[config.mk]
export PLATFORM = sky130hd
export DESIGN_NAME = lcd_mux_driver
export DESIGN_NICKNAME = d
export VERILOG_FILES = /design/src/rtl/lcd_seq_pkg.sv /design/src/rtl/lcd_seg_ram.sv /design/src/rtl/lcd_frame_timer.sv /design/src/rtl/lcd_level_map.sv /design/src/rtl/lcd_mux_driver.sv
export SDC_FILE = /design/constraint.sdc
export NUM_CORES = 1
export LEC_CHECK = 0
export BUFFER_PORTS_ARGS = -buffer_cell sky130_fd_sc_hd__buf_2
export CORE_ASPECT_RATIO = 0.9
export CORE_UTILIZATION = 55
export CTS_CLUSTER_SIZE = 14
export DETAILED_ROUTE_END_ITERATION = 12
export PLACE_DENSITY = 0.77
export SLEW_MARGIN = 20
export SYNTH_ARGS = -nofsm -noshare
export SYNTH_HDL_FRONTEND = slang
export SYNTH_SLANG_ARGS = --single-unit
[constraint.sdc]
create_clock -name clk -period 2.5 [get_ports clk]
set_input_delay 0.25 -clock clk [delete_from_list [all_inputs] [get_ports clk]]
set_output_delay 0.25 -clock clk [all_outputs]
set_load 0.02 [all_outputs]
[src/rtl/lcd_seq_pkg.sv]
package lcd_seq_pkg;

  localparam int BP_COUNT = 4;
  localparam int SLOT_W   = 2;
  localparam int LVL_W    = 2;

  typedef struct packed {
    logic              en;
    logic [SLOT_W-1:0] duty;
    logic              bias;
  } lcd_mode_t;

  // Highest level code for a duty/bias pair; illegal pairs fold onto legal ones.
  function automatic logic [LVL_W-1:0] top_code(input logic [SLOT_W-1:0] duty,
                                                input logic bias);
    case (duty)
      2'd0:    return 2'd1;
      2'd1:    return bias ? 2'd3 : 2'd2;
      default: return 2'd3;
    endcase
  endfunction

  function automatic logic [LVL_W-1:0] bp_code(input logic active, input logic ph,
                                               input logic [LVL_W-1:0] top);
    if (active) return ph ? 2'd0 : top;
    return ph ? (top - 2'd1) : 2'd1;
  endfunction

  function automatic logic [LVL_W-1:0] fp_code(input logic on, input logic ph,
                                               input logic [LVL_W-1:0] top);
    if (on) return ph ? top : 2'd0;
    if (top == 2'd1) return ph ? 2'd0 : 2'd1;
    return ph ? 2'd1 : (top - 2'd1);
  endfunction

endpackage

[src/rtl/lcd_seg_ram.sv]
module lcd_seg_ram
  import lcd_seq_pkg::*;
#(
  parameter int NUM_FP = 32,
  parameter int AW     = $clog2(NUM_FP)
) (
  input  logic                         clk,
  input  logic                         rst,
  input  logic [AW-1:0]                bus_addr,
  input  logic                         bus_we,
  input  logic [BP_COUNT-1:0]          bus_wdata,
  output logic [BP_COUNT-1:0]          bus_rdata,
  output logic [NUM_FP*BP_COUNT-1:0]   seg_bits
);
  localparam logic [AW:0] FP_CNT = NUM_FP[AW:0];

  // Contents are deliberately left unreset.
  logic [BP_COUNT-1:0] mem [NUM_FP];
  logic                addr_ok;

  assign addr_ok = ({1'b0, bus_addr} < FP_CNT);

  always_ff @(posedge clk) begin
    if (bus_we && addr_ok) mem[bus_addr] <= bus_wdata;
  end

  always_ff @(posedge clk) begin
    if (rst)          bus_rdata <= '0;
    else if (addr_ok) bus_rdata <= mem[bus_addr];
    else              bus_rdata <= '0;
  end

  for (genvar w = 0; w < NUM_FP; w++) begin : g_word
    assign seg_bits[w*BP_COUNT +: BP_COUNT] = mem[w];

    // a word only changes when the bus writes that word
    p_ram_hold_r10: assert property (@(posedge clk) disable iff (rst)
      !(bus_we && bus_addr == AW'(w)) |=> $stable(mem[w]));
  end

endmodule

[src/rtl/lcd_frame_timer.sv]
module lcd_frame_timer
  import lcd_seq_pkg::*;
#(
  parameter int NUM_FP = 32
) (
  input  logic              clk,
  input  logic              rst,
  input  logic              tick,
  input  lcd_mode_t         mode_in,
  input  logic [NUM_FP-1:0] fp_en_in,
  output logic [SLOT_W-1:0] slot,
  output logic              phase,
  output lcd_mode_t         act_mode,
  output logic [NUM_FP-1:0] act_fp_en
);
  logic wrap;
  assign wrap = phase && (slot == act_mode.duty);

  always_ff @(posedge clk) begin
    if (rst) begin
      slot      <= '0;
      phase     <= 1'b0;
      act_mode  <= '0;
      act_fp_en <= '0;
    end else if (tick) begin
      phase <= ~phase;
      if (phase) begin
        if (wrap) begin
          slot      <= '0;
          act_mode  <= mode_in;
          act_fp_en <= fp_en_in;
        end else begin
          slot <= slot + SLOT_W'(1);
        end
      end
    end
  end

  // slot index stays inside the latched duty
  p_slot_range_r3: assert property (@(posedge clk) disable iff (rst)
    slot <= act_mode.duty);

  // every tick flips the phase
  p_phase_flip_r3: assert property (@(posedge clk) disable iff (rst)
    tick |=> (phase != $past(phase)));

  // the latched configuration only changes as a new frame opens
  p_cfg_at_boundary_r9: assert property (@(posedge clk) disable iff (rst)
    (act_mode != $past(act_mode) || act_fp_en != $past(act_fp_en))
      |-> (slot == '0 && !phase));

endmodule

[src/rtl/lcd_level_map.sv]
module lcd_level_map
  import lcd_seq_pkg::*;
#(
  parameter int NUM_FP = 32
) (
  input  logic                        clk,
  input  logic                        rst,
  input  logic [SLOT_W-1:0]           slot,
  input  logic                        phase,
  input  lcd_mode_t                   act_mode,
  input  logic [NUM_FP-1:0]           act_fp_en,
  input  logic [NUM_FP*BP_COUNT-1:0]  seg_bits,
  output logic [NUM_FP*LVL_W-1:0]     fp_lvl,
  output logic [NUM_FP-1:0]           fp_oe,
  output logic [BP_COUNT*LVL_W-1:0]   bp_lvl,
  output logic [BP_COUNT-1:0]         bp_oe
);
  logic [LVL_W-1:0] top;
  assign top = top_code(act_mode.duty, act_mode.bias);

  always_ff @(posedge clk) begin
    if (rst) begin
      fp_lvl <= '0;
      fp_oe  <= '0;
    end else begin
      for (int f = 0; f < NUM_FP; f++) begin
        if (act_mode.en && act_fp_en[f]) begin
          fp_lvl[f*LVL_W +: LVL_W] <= fp_code(seg_bits[f*BP_COUNT + int'(slot)], phase, top);
          fp_oe[f]                 <= 1'b1;
        end else begin
          fp_lvl[f*LVL_W +: LVL_W] <= '0;
          fp_oe[f]                 <= 1'b0;
        end
      end
    end
  end

  always_ff @(posedge clk) begin
    if (rst) begin
      bp_lvl <= '0;
      bp_oe  <= '0;
    end else begin
      for (int b = 0; b < BP_COUNT; b++) begin
        if (act_mode.en && (SLOT_W'(b) <= act_mode.duty)) begin
          bp_lvl[b*LVL_W +: LVL_W] <= bp_code(slot == SLOT_W'(b), phase, top);
          bp_oe[b]                 <= 1'b1;
        end else begin
          bp_lvl[b*LVL_W +: LVL_W] <= '0;
          bp_oe[b]                 <= 1'b0;
        end
      end
    end
  end

  for (genvar f = 0; f < NUM_FP; f++) begin : g_fp_chk
    // a pin without both enables is released and parked at code 0
    p_fp_gate_r7: assert property (@(posedge clk) disable iff (rst)
      (!act_mode.en || !act_fp_en[f]) |=> (!fp_oe[f] && fp_lvl[f*LVL_W +: LVL_W] == '0));
    // the two-level mode never produces a code above 1
    p_two_level_r6: assert property (@(posedge clk) disable iff (rst)
      (act_mode.duty == '0) |=> (fp_lvl[f*LVL_W +: LVL_W] <= 2'd1));
  end

  for (genvar b = 0; b < BP_COUNT; b++) begin : g_bp_chk
    // unused or disabled backplanes are high impedance
    p_bp_hiz_r8: assert property (@(posedge clk) disable iff (rst)
      (!act_mode.en || act_mode.duty < SLOT_W'(b)) |=> !bp_oe[b]);
  end

endmodule

[src/rtl/lcd_mux_driver.sv]
module lcd_mux_driver
  import lcd_seq_pkg::*;
#(
  parameter int NUM_FP = 32,
  parameter int AW     = $clog2(NUM_FP)
) (
  input  logic                        clk,
  input  logic                        rst,
  input  logic                        tick,
  input  logic                        drv_en,
  input  logic [1:0]                  duty_sel,
  input  logic                        bias_sel,
  input  logic [NUM_FP-1:0]           fp_mask,
  input  logic [AW-1:0]               bus_addr,
  input  logic                        bus_we,
  input  logic [3:0]                  bus_wdata,
  output logic [3:0]                  bus_rdata,
  output logic [NUM_FP*2-1:0]         fp_lvl,
  output logic [NUM_FP-1:0]           fp_oe,
  output logic [7:0]                  bp_lvl,
  output logic [3:0]                  bp_oe
);
  lcd_mode_t                   mode_in;
  lcd_mode_t                   act_mode;
  logic [NUM_FP-1:0]           act_fp_en;
  logic [SLOT_W-1:0]           slot;
  logic                        phase;
  logic [NUM_FP*BP_COUNT-1:0]  seg_bits;

  assign mode_in.en   = drv_en;
  assign mode_in.duty = duty_sel;
  assign mode_in.bias = bias_sel;

  lcd_seg_ram #(.NUM_FP(NUM_FP), .AW(AW)) u_ram (
    .clk(clk), .rst(rst), .bus_addr(bus_addr), .bus_we(bus_we),
    .bus_wdata(bus_wdata), .bus_rdata(bus_rdata), .seg_bits(seg_bits)
  );

  lcd_frame_timer #(.NUM_FP(NUM_FP)) u_timer (
    .clk(clk), .rst(rst), .tick(tick), .mode_in(mode_in), .fp_en_in(fp_mask),
    .slot(slot), .phase(phase), .act_mode(act_mode), .act_fp_en(act_fp_en)
  );

  lcd_level_map #(.NUM_FP(NUM_FP)) u_map (
    .clk(clk), .rst(rst), .slot(slot), .phase(phase), .act_mode(act_mode),
    .act_fp_en(act_fp_en), .seg_bits(seg_bits), .fp_lvl(fp_lvl), .fp_oe(fp_oe),
    .bp_lvl(bp_lvl), .bp_oe(bp_oe)
  );

  // out of reset every pin is released
  p_reset_off_r11: assert property (@(posedge clk)
    $fell(rst) |-> (fp_oe == '0 && bp_oe == '0));

endmodule

==> metrics.txt <==
Most used DFF post-synth=dfxtp_1; Crit Path Max Fanout=23; Area Growth Syn to Fin=20.27%; DRT Wirelength=approximately 29000 um; final hold violation count=0; Iter 0 DRT Violations=738; worst skew pair latency=about 550 ps; min-delay worst type=in2reg; post-synthesis sequential area ratio=between 60% and 70%; drt wl/cell=between 20 and 25 um; total power=roughly 0.0096 W; fin cells=roughly 1300; Max VDD drop=roughly 0.57 mV; Synth Area in Compound Gates=4.025%; row count=48; commonest non-fill, non-tap cell in the layout=buf_2; Worst Min Path Start=tick; antenna cell count=0; die area=between 0.02 and 0.025 mm2; Tcrit/Tclk final=about 75%; I/O pins=roughly 160; r2r setup slk=630 ps; Max-Cap Viols=0; Synth Instances=a little under 900; total number of vias=~7800; number of port buffers=160; WHS Path Cells=3; CTS buffer count=27; synthesized area=0.01110 mm2; Storage cell area=roughly 0.0069 mm2; setup TNS=0 ps; die width=between 150 and 200 um; Mapped Nets=around 940; largest net degree at the start of global routing=53; total global-route track usage=between 20% and 30%; clk sinks=approximately 280; Ys Warns=0; mean post-synth cell area=~13 um2; Leak=5.729 nW; Slew Viols, Final=0; r2r startpoint=u_timer.phase; antenna violations before repair=0; Worst Path Arrival=2340 ps; # DRC=0; simple-gate area share of the yosys netlist=roughly 11%; core area=~0.019 mm2; Slew @ Worst Pin=approximately 730 ps; Root Driver=clkbuf_16; Synth Area in XOR/XNOR=less than 1%; FF-to-FF path depth=5; clock slew at reported path FFs=approximately 60 ps; CP Class=reg2reg; final setup vio count=0; Finished Core Util=~70%; multi-input logic area=0.003795 mm2; Synth Register Bits=approximately 280; CTS tree=yes; TritonRoute pass-1 iters=5; crit path launch=u_timer.phase; Starting Density=between 50% and 60%; Worst slew margin=approximately half; Post-DRT Antenna Nets=0; maximum clock rate=0.5356 GHz; vias in the first global route=~7600; # fillers=1323; mux cell area share after synthesis=a little under a fifth; clk buf depth=3; chip height=136.8 um; # placed instances=1259; status=completed; GP Congestion=~0.94; CP Launch Type=flip-flop; clock period minus worst slack=1867 ps; Distinct cells, synth=39; RSZ-0062 raised after global routing=false; Worst Setup End Kind=flip-flop; grt total ovfl=0; share of layout cells above drive strength 1=24.11%; combinational family with the most area after synthesis=multiplexers; CTS H-tree lvls=1; vias per inst=~5.8; global-route wire length before repair=around 43000 um; Hold Slack=15.04 ps; Async SR Flop Fraction=0%; Clock Skew=13.87 ps; Required @ worst endpoint=~3000 ps; dpl hpwl=~19000 um; Adder-Cell Fraction of Synth Area=0.4510%; Nets=between 1000 and 1500; commonest non-fill, non-tap cells in the layout=buf_2, dfxtp_1, nor2_1; pwr/cell area=between 700 and 800 mW/mm2; number of flops mapped to enable cells by yosys=around 130
## cells in the mapped netlist (8+ instances only)
cell type,number,share of area (%)
dfxtp_1,151,27
nor2_1,138,4.7
mux2i_1,132,12
edfxtp_1,128,35
a21oi_1,42,1.9
nor3_1,40,1.8
nand2_1,38,1.3
inv_1,36,1.2
mux4_2,32,6.5
o22ai_1,32,1.8
buf_2,26,1.2
clkbuf_1,18,0.61
buf_4,8,0.54
nor4_1,8,0.45
## state kept, by name (all words and copies together) (netlist names)
register,count
u_timer.phase,1
u_ram.bus_rdata,4
u_map.bp_lvl,8
u_map.fp_oe,32
u_map.fp_lvl,64
u_map.bp_oe,4
u_timer.act_mode,4
u_timer.act_fp_en,32
u_timer.slot,2
u_ram.mem,128
## metal layers
metal / GRT usage [%] / wire length, um / vias to the layer above
li1: - / - / 3575
met1: 39.90 / 12240 / 3763
met2: 44.02 / 13260 / 404
met3: 5.967 / 2852 / 46
met4: 7.261 / 635 / 0
met5: 0 / 0 / -
## worst paths after layout
kind                     end
min reg2reg   u_map.fp_oe[1]
min            u_timer.phase
max          u_map.fp_lvl[8]
max reg2reg  u_map.fp_lvl[8]
## cells by family after synthesis
logic type | Yosys count
buffers and inverters | 94
adders and majority gates | 4
xor gates and xnor gates | 4
AOI/OAI and AO/OA | 79
DFF | 279
and+or+nand+nor | 259
muxes | 164
## repair_timing
action                    4_1_cts  5_1_grt
buffers inserted                0        0
hold endpoints to repair       36        0
hold buffers                   36        0
resized for setup               0        0
## stage by stage
step / worst slack, ps / area (um2)
2_1_floorplan: 738.8 / 11100
3_3_place_gp: 627.0 / 12120
3_5_place_dp: 589.2 / 12120
4_1_cts: 690.5 / 13350
5_1_grt: 486.1 / 13350
6_report: 633.0 / 13350
## critical path, cell delays in order (launching register included)
cell	delay, ps
dfxtp_1	360
clkinv_1	220
nor2_2	510
buf_4	370
mux2i_1	160
nor2_1	160
## area by class of cell
cell class	count	area share [%]
clock inverter	12	0.7124
inverter	38	1.069
clock buffer	38	5.756
sequential	279	51.45
timing repair buffer	218	10.24
tap	250	2.343
multi-input combinational	510	28.43
## report_power, final
group	total [W]	internal (W)	leakage, nW	switching (W)
combinational	0.000756	0.000309	2.93	0.000446
clock	0.00395	0.00225	0.429	0.00170
sequential	0.00488	0.00483	2.37	0.0000410
total	0.00958	0.00740	5.73	0.00219
(Power assumes the default switching activity.)
